<file path="src/rtl/i2c_reg_master.sv">
module i2c_reg_master #(
  parameter int DIV_W = 6
) (
  input  logic       clk,
  input  logic       rst_n,
  input  logic [2:0] reg_addr,
  input  logic       reg_wr,
  input  logic       reg_rd,
  input  logic [7:0] reg_wdata,
  output logic [7:0] reg_rdata,
  output logic       irq,
  input  logic       scl_i,
  input  logic       sda_i,
  output logic       scl_oe,
  output logic       sda_oe
);
  localparam logic [2:0] A_OWN = 3'd0, A_DIV = 3'd1, A_CTL = 3'd2, A_STS = 3'd3, A_DAT = 3'd4;
  localparam logic [3:0] ACK_BIT = 4'd8;

  typedef enum logic [1:0] {E_IDLE, E_START, E_BITS, E_STOP} est_t;
  typedef enum logic [1:0] {K_ADDR, K_TX, K_RX} kind_t;

  logic [7:0]       own_q, rx_hold, sh;
  logic [DIV_W-1:0] div_q, cnt;
  logic             c_en, c_ien, c_msta, c_mtx, c_rsta;
  logic             ipend, rxak, addr_set, bus_own, stop_req, rx_mode;
  logic             scl_lo, sda_lo;
  est_t             est;
  kind_t            kind;
  logic [1:0]       q;
  logic [3:0]       bitn;

  wire tick      = (cnt == div_q);
  wire eng_free  = (est == E_IDLE) && !stop_req;
  wire xfer_busy = (est != E_IDLE) || stop_req;
  wire wr_ctl    = reg_wr && (reg_addr == A_CTL);
  wire soft_rst  = wr_ctl && c_en && !reg_wdata[7];
  wire dat_wr_go = reg_wr && (reg_addr == A_DAT) && c_en && c_msta && eng_free;
  wire dat_rd_go = reg_rd && (reg_addr == A_DAT) && c_msta && addr_set && !c_mtx && eng_free;
  wire byte_done = (est == E_BITS) && tick && (q == 2'd3) && (bitn == ACK_BIT);
  wire active    = addr_set || bus_own;
  wire raise_ok  = c_en && c_ien;

  assign scl_oe = scl_lo;
  assign sda_oe = sda_lo;
  assign irq    = ipend;

  always_comb begin
    case (reg_addr)
      A_OWN:   reg_rdata = own_q;
      A_DIV:   reg_rdata = 8'(div_q);
      A_CTL:   reg_rdata = {c_en, c_ien, c_msta, c_mtx, 1'b0, c_rsta, 2'b00};
      A_STS:   reg_rdata = {xfer_busy, 1'b0, c_msta, 1'b0, 2'b00, ipend, rxak};
      A_DAT:   reg_rdata = (c_msta && (!addr_set || c_mtx)) ? 8'hFF : rx_hold;
      default: reg_rdata = 8'h00;
    endcase
  end

  always_ff @(posedge clk or negedge rst_n) begin
    if (!rst_n) begin
      own_q <= '0; div_q <= '0; rx_hold <= '0; sh <= '0; cnt <= '0;
      {c_en, c_ien, c_msta, c_mtx, c_rsta} <= '0;
      {ipend, rxak, addr_set, bus_own, stop_req, rx_mode, scl_lo, sda_lo} <= '0;
      est <= E_IDLE; kind <= K_ADDR; q <= '0; bitn <= '0;
    end else if (soft_rst) begin
      div_q <= '0; rx_hold <= '0; sh <= '0; cnt <= '0;
      {c_en, c_ien, c_msta, c_mtx, c_rsta} <= '0;
      {ipend, rxak, addr_set, bus_own, stop_req, rx_mode, scl_lo, sda_lo} <= '0;
      est <= E_IDLE; kind <= K_ADDR; q <= '0; bitn <= '0;
    end else begin
      if (reg_wr) begin
        case (reg_addr)
          A_OWN: own_q <= reg_wdata & 8'hFE;
          A_DIV: div_q <= reg_wdata[DIV_W-1:0];
          A_CTL: begin
            c_en   <= reg_wdata[7];
            c_ien  <= reg_wdata[6];
            c_msta <= reg_wdata[5];
            c_mtx  <= reg_wdata[4];
            c_rsta <= reg_wdata[2] && !active;
            if ((!reg_wdata[5] || reg_wdata[2]) && active) begin
              addr_set <= 1'b0;
              stop_req <= 1'b1;
            end
          end
          A_STS: if (!reg_wdata[1]) ipend <= 1'b0;
          default: ;
        endcase
      end

      cnt <= (est == E_IDLE || tick) ? '0 : cnt + 1'b1;

      if (dat_wr_go) begin
        sh <= reg_wdata; rx_mode <= 1'b0; q <= '0; bitn <= '0;
        kind <= addr_set ? K_TX : K_ADDR;
        est  <= addr_set ? E_BITS : E_START;
      end else if (dat_rd_go) begin
        rx_mode <= 1'b1; kind <= K_RX; q <= '0; bitn <= '0; est <= E_BITS;
      end else if (est == E_IDLE) begin
        if (stop_req) begin
          if (bus_own) begin est <= E_STOP; q <= '0; end
          else stop_req <= 1'b0;
        end
      end else if (tick) begin
        q <= q + 1'b1;
        case (est)
          E_START: begin
            if (q == 2'd1) sda_lo <= 1'b1;
            if (q == 2'd3) begin scl_lo <= 1'b1; bus_own <= 1'b1; est <= E_BITS; end
          end
          E_BITS: begin
            if (q == 2'd0) sda_lo <= (bitn == ACK_BIT) ? rx_mode : (!rx_mode && !sh[7]);
            if (q == 2'd1) scl_lo <= 1'b0;
            if (q == 2'd3) begin
              scl_lo <= 1'b1;
              if (bitn != ACK_BIT) begin
                sh   <= {sh[6:0], sda_i};
                bitn <= bitn + 1'b1;
              end else begin
                est <= E_IDLE;
                case (kind)
                  K_ADDR: if (!sda_i) begin addr_set <= 1'b1; rxak <= 1'b0; if (raise_ok) ipend <= 1'b1; end
                          else begin rxak <= 1'b1; stop_req <= 1'b1; end
                  K_TX:   if (!sda_i) begin rxak <= 1'b0; if (raise_ok) ipend <= 1'b1; end
                          else begin rxak <= 1'b1; addr_set <= 1'b0; stop_req <= 1'b1; end
                  default: begin rx_hold <= sh; if (raise_ok) ipend <= 1'b1; end
                endcase
              end
            end
          end
          E_STOP: begin
            if (q == 2'd0) sda_lo <= 1'b1;
            if (q == 2'd1) scl_lo <= 1'b0;
            if (q == 2'd3) begin sda_lo <= 1'b0; bus_own <= 1'b0; stop_req <= 1'b0; est <= E_IDLE; end
          end
          default: ;
        endcase
      end
    end
  end

  // inside a byte, SDA may only move while SCL is held low
  a_r12_sda_moves_scl_low: assert property (@(posedge clk) disable iff (!rst_n)
    (est == E_BITS && $past(est == E_BITS) && sda_lo != $past(sda_lo)) |-> (scl_lo && $past(scl_lo)));

  // pending flag only rises when enable and interrupt enable were set
  a_r8_raise_gated: assert property (@(posedge clk) disable iff (!rst_n)
    $rose(ipend) |-> $past(c_en && c_ien));

  // a zero written to the pending bit takes effect
  a_r9_zero_clears: assert property (@(posedge clk) disable iff (!rst_n)
    (reg_wr && reg_addr == A_STS && !reg_wdata[1] && !byte_done) |=> !irq);

  // ignored data writes leave the engine asleep
  a_r10_wr_ignored: assert property (@(posedge clk) disable iff (!rst_n)
    (reg_wr && reg_addr == A_DAT && (!c_en || !c_msta) && eng_free) |=> (est == E_IDLE));

  // reads without an address, or in transmit mode, start nothing
  a_r7_bad_read_idle: assert property (@(posedge clk) disable iff (!rst_n)
    (reg_rd && reg_addr == A_DAT && c_msta && (c_mtx || !addr_set) && eng_free && !reg_wr) |=> (est == E_IDLE));

  // repeated start drops the address state and self-clears
  a_r11_rsta_drop: assert property (@(posedge clk) disable iff (!rst_n)
    (wr_ctl && c_en && reg_wdata[7] && reg_wdata[2] && addr_set && !byte_done) |=> (!addr_set && !c_rsta));
endmodule

</file>
<file path="config.mk">
export PLATFORM = sky130hd
export DESIGN_NAME = i2c_reg_master
export DESIGN_NICKNAME = d
export VERILOG_FILES = /design/src/rtl/i2c_reg_master.sv
export SDC_FILE = /design/constraint.sdc
export NUM_CORES = 1
export LEC_CHECK = 0
export BUFFER_PORTS_ARGS = -buffer_cell sky130_fd_sc_hd__buf_4
export CORE_MARGIN = 3
export CORE_UTILIZATION = 54
export CTS_CLUSTER_DIAMETER = 100
export CTS_CLUSTER_SIZE = 25
export DETAILED_ROUTE_END_ITERATION = 12
export GPL_TIMING_DRIVEN = 0
export PLACE_DENSITY = 0.79
export SLEW_MARGIN = 20
export SYNTH_ARGS = -nofsm -noshare
export SYNTH_HDL_FRONTEND = slang
export SYNTH_SLANG_ARGS = --single-unit
</file>
<file path="constraint.sdc">
create_clock -name clk -period 1.85 [get_ports clk]
set_input_delay 0.2775 -clock clk [delete_from_list [all_inputs] [get_ports clk]]
set_output_delay 0.2775 -clock clk [all_outputs]
set_load 0.01 [all_outputs]
</file>
Yosys cells after proc, flatten, opt, wreduce, memory -nomap -nowiden

Cells that the tools add are included.

Bits in latches: 0
Bits in read-only memories: 0
Memories kept: 0
Input bits: 17
RAM bits: 0
Register bits after elaboration: 58
Output and inout bits: 11

Eq/ne operators: 32
$lt $le $gt $ge: 0
$mul: 0
Multiplexer cells: 155
Divide/modulo/power cells: 0
Shifts and indexed selects: 0
Bitwise gates (word level): 1
Reductions and logical operators: 69
Add/subtract/negate cells: 3

Operators by type and width:

| operator            | number |
|---|---|
| $mux 8              | 18 |
| $mux 1              | 95 |
| $mux 2              | 22 |
| $pmux 8 s5          | 1 |
| $mux 4              | 8 |
| $reduce_and 8->1    | 4 |
| $mux 6              | 5 |
| $reduce_bool 4->1   | 5 |
| $logic_and 1x1->1   | 18 |
| $ne 6x6->1 const B  | 3 |
| $reduce_bool 3->1   | 6 |
| $reduce_bool 2->1   | 8 |
| $ne 3x3->1 const B  | 5 |
| $ne 4x4->1 const B  | 3 |
| $reduce_and 6->1    | 2 |
| $ne 5x5->1 const B  | 2 |
| $logic_not 1->1     | 8 |
| $ne 2x2->1 const B  | 4 |
| $reduce_and 7->1    | 1 |
| $reduce_bool 7->1   | 1 |
| $add 6x1->6 const B | 1 |
| $eq 2x1->1 const B  | 3 |
| $eq 2x2->1 const B  | 3 |
| $eq 3x2->1 const B  | 2 |
| 21 further kinds    | 32 |

Longest topological paths before layout

Gate-level depths: netlist of the first run.

Word-level depth: 16
Gate-level depth with buffers: 8
Gate-level depth less buffers: 7

Least setup slack after synthesis of the first run

Ideal clock, no wire load.

Path type: reg-to-reg
From: register bitn[0]
To: register sh[2]
Path slack: -0.108 ns
Clock period less this slack: 1.958 ns
Setup time: 0.127 ns
Stages on the path, launching flop included: 9
Arrival: 1.831 ns
Path through: dfrtp_1 inv_1 ha_1 and3b_2 or3_4 nor3_4 buf_6 mux2i_1 o31ai_2

Longest elaborated chain between the ends: 3

RTL lines:

| what                        | line | source |
|---|---|---|
| start, declared             | 31   | `logic [3:0] bitn;` |
| start signal, assigned      | 118  | `bitn <= bitn + 1'b1;` |
| $ne 4x4->1                  | 116  | `if (bitn != ACK_BIT) begin` |
| $reduce_bool 3->1 (no line) | -    |  |
| $reduce_and 6->1 (no line)  | -    |  |
| end signal, assigned        | 117  | `sh <= {sh[6:0], sda_i};` |
| end, declared               | 23   | `logic [7:0] own_q, rx_hold, sh;` |

No other way between the ends.
A chain may end at the register's enable or synchronous reset.

Worst setup path in the final report of the first run

From: register bitn[0]
To: register rx_hold[5]

Longest elaborated chain between the ends: 3

RTL lines:

| what                       | line | source |
|---|---|---|
| $ne 4x4->1                 | 116  |  |
| $ne 2x2->1 (no line)       | -    |  |
| $reduce_and 8->1 (no line) | -    |  |
| end signal, assigned       | 61   | `own_q <= '0; div_q <= '0; rx_hold <= '0; sh <= '0; cnt <= '0;` |
| end signal, assigned       | 66   | `div_q <= '0; rx_hold <= '0; sh <= '0; cnt <= '0;` |
| end signal, assigned       | 126  | `default: begin rx_hold <= sh; if (raise_ok) ipend <= 1'b1; end` |
| end, declared              | 23   |  |

No other way between the ends.

==> impl_metrics.yaml, run 1 <==
timing:
  setup_viol: 24
  fmax_ghz: 0.4762
  setup_ws_ns: -0.2500
  skew_ns: 0.009655
  rsz0062_at_grt: "true"
  drv_slew: 0
  fin_crit_ns: 2.100
  setup_tns_ns: -3.731
  post-route-period-util_pct: 113.5
  hold_viol_final: 0
  tightestPinTransition_ns: 0.7306
  maxSlewHeadroom_pct: 51.29
routing:
  wirelength_mm: 8.704
  dr.first_iter.drc_count: 224
  vias_per_cell: 6.079
  drtAntennaViolNets: 0
  drtPass1Iterations: 5
  vias: 2778
  wire_per_inst_um: 19.05
  post-route-drc-count: 0
yosys:
  postSynthAreaPerCell_sq_um: 9.868
  synth-edff-count: 0
  synth_area_sq_um: 3217
  synth_warnings: 0
  synth_ff_type: "dfrtp_1"
  synth-seq-cells: 57
  syn_inst: 326
  synth_fp_nets: 349
  async_flop_share_pct: 100.0
  yosysUniqueCellTypes: 61
  yosysSeqAreaShare_pct: 44.34
power_and_ir_drop:
  switchingPower_mw: 1.773
  p_int_mw: 2.993
  power_density_nw_per_um2: 1192
  p_leak_nw: 1.788
  clockPowerShare_pct: 20.8
  combPwrFrac_pct: 37.3
  vdd_drop_max_mv: 0.7085
  sw_frac_of_total_pct: 37.20
  seqPwrFrac_pct: 41.9
critical_path:
  crit_family: "simple AND/OR/NAND/NOR gates"
  crit_buf_inv: 1
  critPathCaptureType: "flip-flop"
  crit_fanout: 8
  crit_slowest_cell: "or4b_4"
  critPathArrivalTime_ns: 2.31
  cp_cell_sequence: "inv_1 -> ha_2 -> and3b_2 -> nor3b_4 -> or4b_4 -> mux2i_2 -> nor2_1"
  critPathMaxStageDelay_ns: 0.62
  startpoint_type: "flip-flop"
  required_ns: 2.06
  crit_type: "flip-flop to flip-flop"
layout:
  antenna_cells: 0
  drive_gt1_share_pct: 32.99
  finalNetCount: 404
  syn_to_final_growth_pct: 24.27
  fill_cells: 419
placed_design:
  dp_hpwl_mm: 5.673
  gp_congestion: 0.8881
  dpl_worst_slack_ns: -0.3669
  port_buffers: 25
outcome:
  status: "finished with violations"
  violations: "setup timing"
floorplanning:
  rows: 27
  coreArea_sq_um: 5642
  fp.dieH_um: 83.18
  ios: 28
  die_w_um: 83.18
  initial_core_util_pct: 57.02
  die-area_sq_um: 6919
min_path:
  min_path_type: "primary input to async pin"
global_route:
  grt_start_max_net_pins: 58
  grt_pass1_vias: 2705
  grt-ovfl-total: 0
  grt_pass1_wl_mm: 13.88
  grt_use_total_pct: 25.42
  antenna_found_initial: 0
cts:
  cts.path.max_buffers: 2
  clock-root-buffer: "clkbuf_8"
  cts_tree: "done"
  cts.sinks: 57
  path_clk_slew_ns: 0.07
  clock_latency_ns: 0.33
  numCtsBuffers: 9
  htreeDepth: 3
run:
  maxCapViolCount: 0
## per-layer routing
layer / vias to the layer above / routed length, um / GRT usage, %
met1: 1350 / 3776 / 35.65
met3: 33 / 530 / 4.266
met4: 0 / 223 / 9.807
li1: 1266 / - / -
met2: 129 / 4174 / 39.58
met5: - / 0 / 0
## synth_stat cells, types with 2 or more instances
library cell / count / share of area [%]
nand2b_1: 4 / 0.78
and4bb_2: 2 / 0.78
xor2_1: 2 / 0.54
o31ai_2: 6 / 2.3
nand3_1: 9 / 1.4
mux2_2: 8 / 2.8
and3_1: 2 / 0.39
nand2_1: 28 / 3.3
clkbuf_1: 4 / 0.47
a31oi_1: 4 / 0.78
o31ai_1: 4 / 0.93
a21oi_1: 13 / 2.0
dfrtp_1: 57 / 44
o22ai_1: 5 / 0.97
mux2i_1: 28 / 8.7
nor3_1: 8 / 1.2
buf_2: 7 / 1.1
xnor2_1: 9 / 2.5
a22o_1: 4 / 1.1
o21ai_0: 8 / 1.2
ha_1: 6 / 2.3
a31o_2: 2 / 0.54
inv_1: 15 / 1.8
nor2_1: 48 / 5.6
nand3b_1: 5 / 1.2
o32ai_1: 2 / 0.54
buf_1: 2 / 0.23
## final timing paths
path	to	cells after the start	startpoint	slack (ns)
setup / recovery	rx_hold[5]	7	bitn[0]	-0.25
hold / removal	own_q[5]	1	rst_n	0.004
setup reg to reg	rx_hold[5]	7	bitn[0]	-0.25
hold reg to reg	c_rsta	2	c_rsta	0.50
max in group asynchronous	addr_set	1	rst_n	1.32
min in group clk	sh[0]	3	reg_wdata[0]	0.17
## worst reg2reg max path, cell delays in order, from the launching register on
cell	delay (ns)
dfrtp_1	0.38
inv_1	0.06
ha_2	0.15
and3b_2	0.21
nor3b_4	0.25
or4b_4	0.62
mux2i_2	0.23
nor2_1	0.07
## timing repair
action / CTS / global route
pin swaps: 9 / 10
gates resized for setup: 32 / 16
hold buffers: 0 / 0
gates cloned: 1 / 0
endpoints found under the setup margin: 40 / 37
buffers inserted: 14 / 6
## cells in the final DEF, fill, tap and decap left out, types with 4 or more instances in the layout
| master | n |
|---|---|
| buf_2 | 7 |
| xnor2_1 | 7 |
| a22o_1 | 4 |
| buf_6 | 8 |
| nand2b_1 | 4 |
| nor2_1 | 45 |
| a21oi_1 | 10 |
| nand3_1 | 8 |
| inv_1 | 13 |
| ha_1 | 4 |
| clkbuf_8 | 10 |
| clkbuf_1 | 4 |
| o31ai_1 | 4 |
| o21ai_0 | 8 |
| mux2i_1 | 24 |
| o31ai_2 | 6 |
| dfrtp_1 | 55 |
| buf_4 | 40 |
| mux2_2 | 8 |
| nand2_1 | 27 |
| nor3_1 | 7 |
| o22ai_1 | 4 |
| clkinv_2 | 4 |
| nand3b_1 | 5 |
## logic make-up after synthesis
family,share of synthesized area (%)
xor gates and xnor gates,3.501
DFF,44.34
muxes,11.86
and+or+nand+nor,19.68
AOI/OAI and AO/OA,14.16
adders and majority gates,2.334
buffers and inverters,4.123
## power groups by stage
stage / combinational, mW / clock (mW) / sequential, mW
finish: 1.78 / 0.991 / 2.00
global route: 1.95 / 1.06 / 2.04
CTS: 1.62 / 0.995 / 1.96
detailed placement: 1.38 / 0 / 1.99
global placement: 1.33 / 0 / 1.96
floorplan: 1.02 / 0 / 1.89
## metrics by stage
step / cells / utilization [%] / power [mW] / hold slack, ns / cell area (sq um)
finish: 457 / 70.86 / 4.765 / 0.003946 / 3998
CTS: 453 / 69.33 / 4.578 / 0.02967 / 3911
global placement: 423 / 61.99 / 3.290 / 0.3839 / 3497
floorplan: 326 / - / 2.911 / -0.01809 / 3219
detailed placement: 423 / 61.99 / 3.361 / 0.3844 / 3497
global route: 457 / 70.86 / 5.045 / 0.05211 / 3998
## state kept, by name, summed over array words and instances, names as in the netlist, 2 cells and up
register / flops
rx_hold: 8
sh: 8
cnt: 6
div_q: 6
est: 2
bitn: 4
own_q: 7
q: 2
## cell type report
class	count	area, sq um	share of cell area [%]
inverter	15	56.30	1.408
buffer	13	76.32	1.909
multi-input combinational	239	1817	45.45
tap	72	90.09	2.254
clock inverter	4	20.02	0.5008
clock buffer	11	141.4	3.537
timing repair buffer	46	367.9	9.202
sequential	57	1429	35.74
No activity file was read; power rests on OpenSTA's default activity.
==> run 2, diff against run 1 <==
PLACE_DENSITY = unset   (was 0.79)
PLACE_DENSITY_LB_ADDON = 0.05   (was unset)
==> impl_metrics.yaml, run 2 (synthesized netlist as in run 1, its figures left out) <==
outcome:
  status: "finished with violations"
  violations: "hold timing, setup timing"
timing:
  post-route-period-util_pct: 107.3
  maxSlewHeadroom_pct: 51.88
  tightestPinTransition_ns: 0.7217
  setup_ws_ns: -0.1353
  fmax_ghz: 0.5037
  skew_ns: 0.007783
  fin_crit_ns: 1.985
  rsz0062_at_grt: "true"
  hold_viol_final: 16
  drv_slew: 0
  whs_ns: -0.007297
  setup_viol: 24
cts:
  clock-root-buffer: "clkbuf_8"
  cts_tree: "done"
  cts.path.max_buffers: 2
  numCtsBuffers: 9
  path_clk_slew_ns: 0.07
  htreeDepth: 3
  clock_latency_ns: 0.34
  cts.sinks: 57
min_path:
  min_path_type: "primary input to async pin"
placed_design:
  placedCellCount: 423
  gp_congestion: 0.8062
  port_buffers: 25
  dp_hpwl_mm: 5.962
layout:
  largestRegisters: "rx_hold x8, sh x8, own_q x7"
  antenna_cells: 0
  layout_commonest_cell: "dfrtp_1"
  syn_to_final_growth_pct: 26.64
  drive_gt1_share_pct: 33.07
  layoutNonFillerInstCount: 459
  finalNetCount: 405
  final_util_pct: 72.21
  final_cell_mix: "56 x dfrtp_1, 47 x nor2_1, 40 x buf_4"
critical_path:
  cp_cell_sequence: "xnor2_2 -> nand4_4 -> buf_4 -> nor3_4 -> buf_6 -> mux2i_1 -> o31ai_2"
  crit_fanout: 7
  critPathCaptureType: "flip-flop"
  regToRegStartpoint: "cnt[0]"
  crit_buf_inv: 2
  startpoint: "cnt[0]"
  crit_family: "simple AND/OR/NAND/NOR gates"
  critPathMaxStageDelay_ns: 0.45
  critPathArrivalTime_ns: 2.20
  crit_slowest_cell: "dfrtp_1"
  crit_type: "flip-flop to flip-flop"
  startpoint_type: "flip-flop"
  required_ns: 2.07
run:
  maxCapViolCount: 0
routing:
  drtAntennaViolNets: 0
  post-route-drc-count: 0
  drtPass1Iterations: 4
  vias: 2721
  wire_per_inst_um: 19.49
  vias_per_cell: 5.928
  dr.first_iter.drc_count: 263
  wirelength_mm: 8.945
power_and_ir_drop:
  power_density_nw_per_um2: 1243
  p_int_mw: 3.235
  sw_frac_of_total_pct: 36.11
  clockPowerShare_pct: 25.3
  p_leak_nw: 1.827
  vdd_drop_max_mv: 0.7031
  seqPwrFrac_pct: 39.4
  switchingPower_mw: 1.829
  combPwrFrac_pct: 35.3
floorplanning:
  ios: 28
  die-area_sq_um: 6919
  fp.dieH_um: 83.18
  initial_core_util_pct: 57.02
  die_w_um: 83.18
  rows: 27
  coreArea_sq_um: 5642
global_route:
  grt_start_max_net_pins: 58
  grt_pass1_vias: 2772
  grt-ovfl-total: 0
  grt_use_total_pct: 26.94
  antenna_found_initial: 0
  grt_pass1_wl_mm: 14.54
-- run 2: power by group through the flow --
stage | combinational, mW | clock [mW] | sequential [mW]
after floorplan | 1.02 | 0 | 1.89
after global placement | 1.35 | 0 | 1.97
after detailed placement | 1.39 | 0 | 1.99
after CTS | 1.64 | 1.29 | 1.97
after global routing | 1.96 | 1.37 | 2.04
final | 1.79 | 1.28 | 1.99
-- run 2: area by class of cell --
type	instances	area, sq um
buffer	13	76.32
clock buffer	10	127.6
clock inverter	6	82.58
fill	420	1568
inverter	15	56.30
multi-input combinational	239	1826
sequential	57	1428
tap	72	90.09
timing repair buffer	47	387.9
-- run 2: final timing paths --
| kind | cells past startpoint | slack [ns] | end |
|---|---|---|---|
| setup / recovery | 7 | -0.14 | sh[7] |
| min in group clk | 3 | 0.17 | sh[0] |
| hold / removal | 1 | -0.007 | div_q[2] |
| hold reg to reg | 1 | 0.51 | own_q[6] |
| setup reg to reg | 7 | -0.14 | sh[7] |
| max in group asynchronous | 1 | 1.33 | addr_set |
-- run 2: per-stage QoR --
step                instance area [sq um]  hold WS, ns  worst slack (ns)  TNS [ns]  total power, mW
floorplan                            3219     -0.01809          -0.09103    -1.094            2.911
global placement                     3497       0.3840           -0.3488    -8.110            3.319
detailed placement                   3497       0.3820           -0.3928    -10.07            3.374
CTS                                  3956      0.02207           -0.1616    -2.291            4.897
global route                         4074      0.04949           -0.2440    -4.348            5.367
finish                               4074    -0.007297           -0.1353    -2.146            5.064
-- run 2: metal layers --
metal	part of all wire (%)	global-route usage [%]
met1	46	37.69
met2	47	41.18
met3	5.0	5.357
met4	2.6	10.85
met5	0	0
-- run 2: what timing repair did --
action                     4_1_cts  5_1_grt
pin swaps                        6       15
setup buffers                   14        7
gates resized for setup         28       19
hold buffers                     0        0
gates cloned                     1        0
setup endpoints to repair       44       38
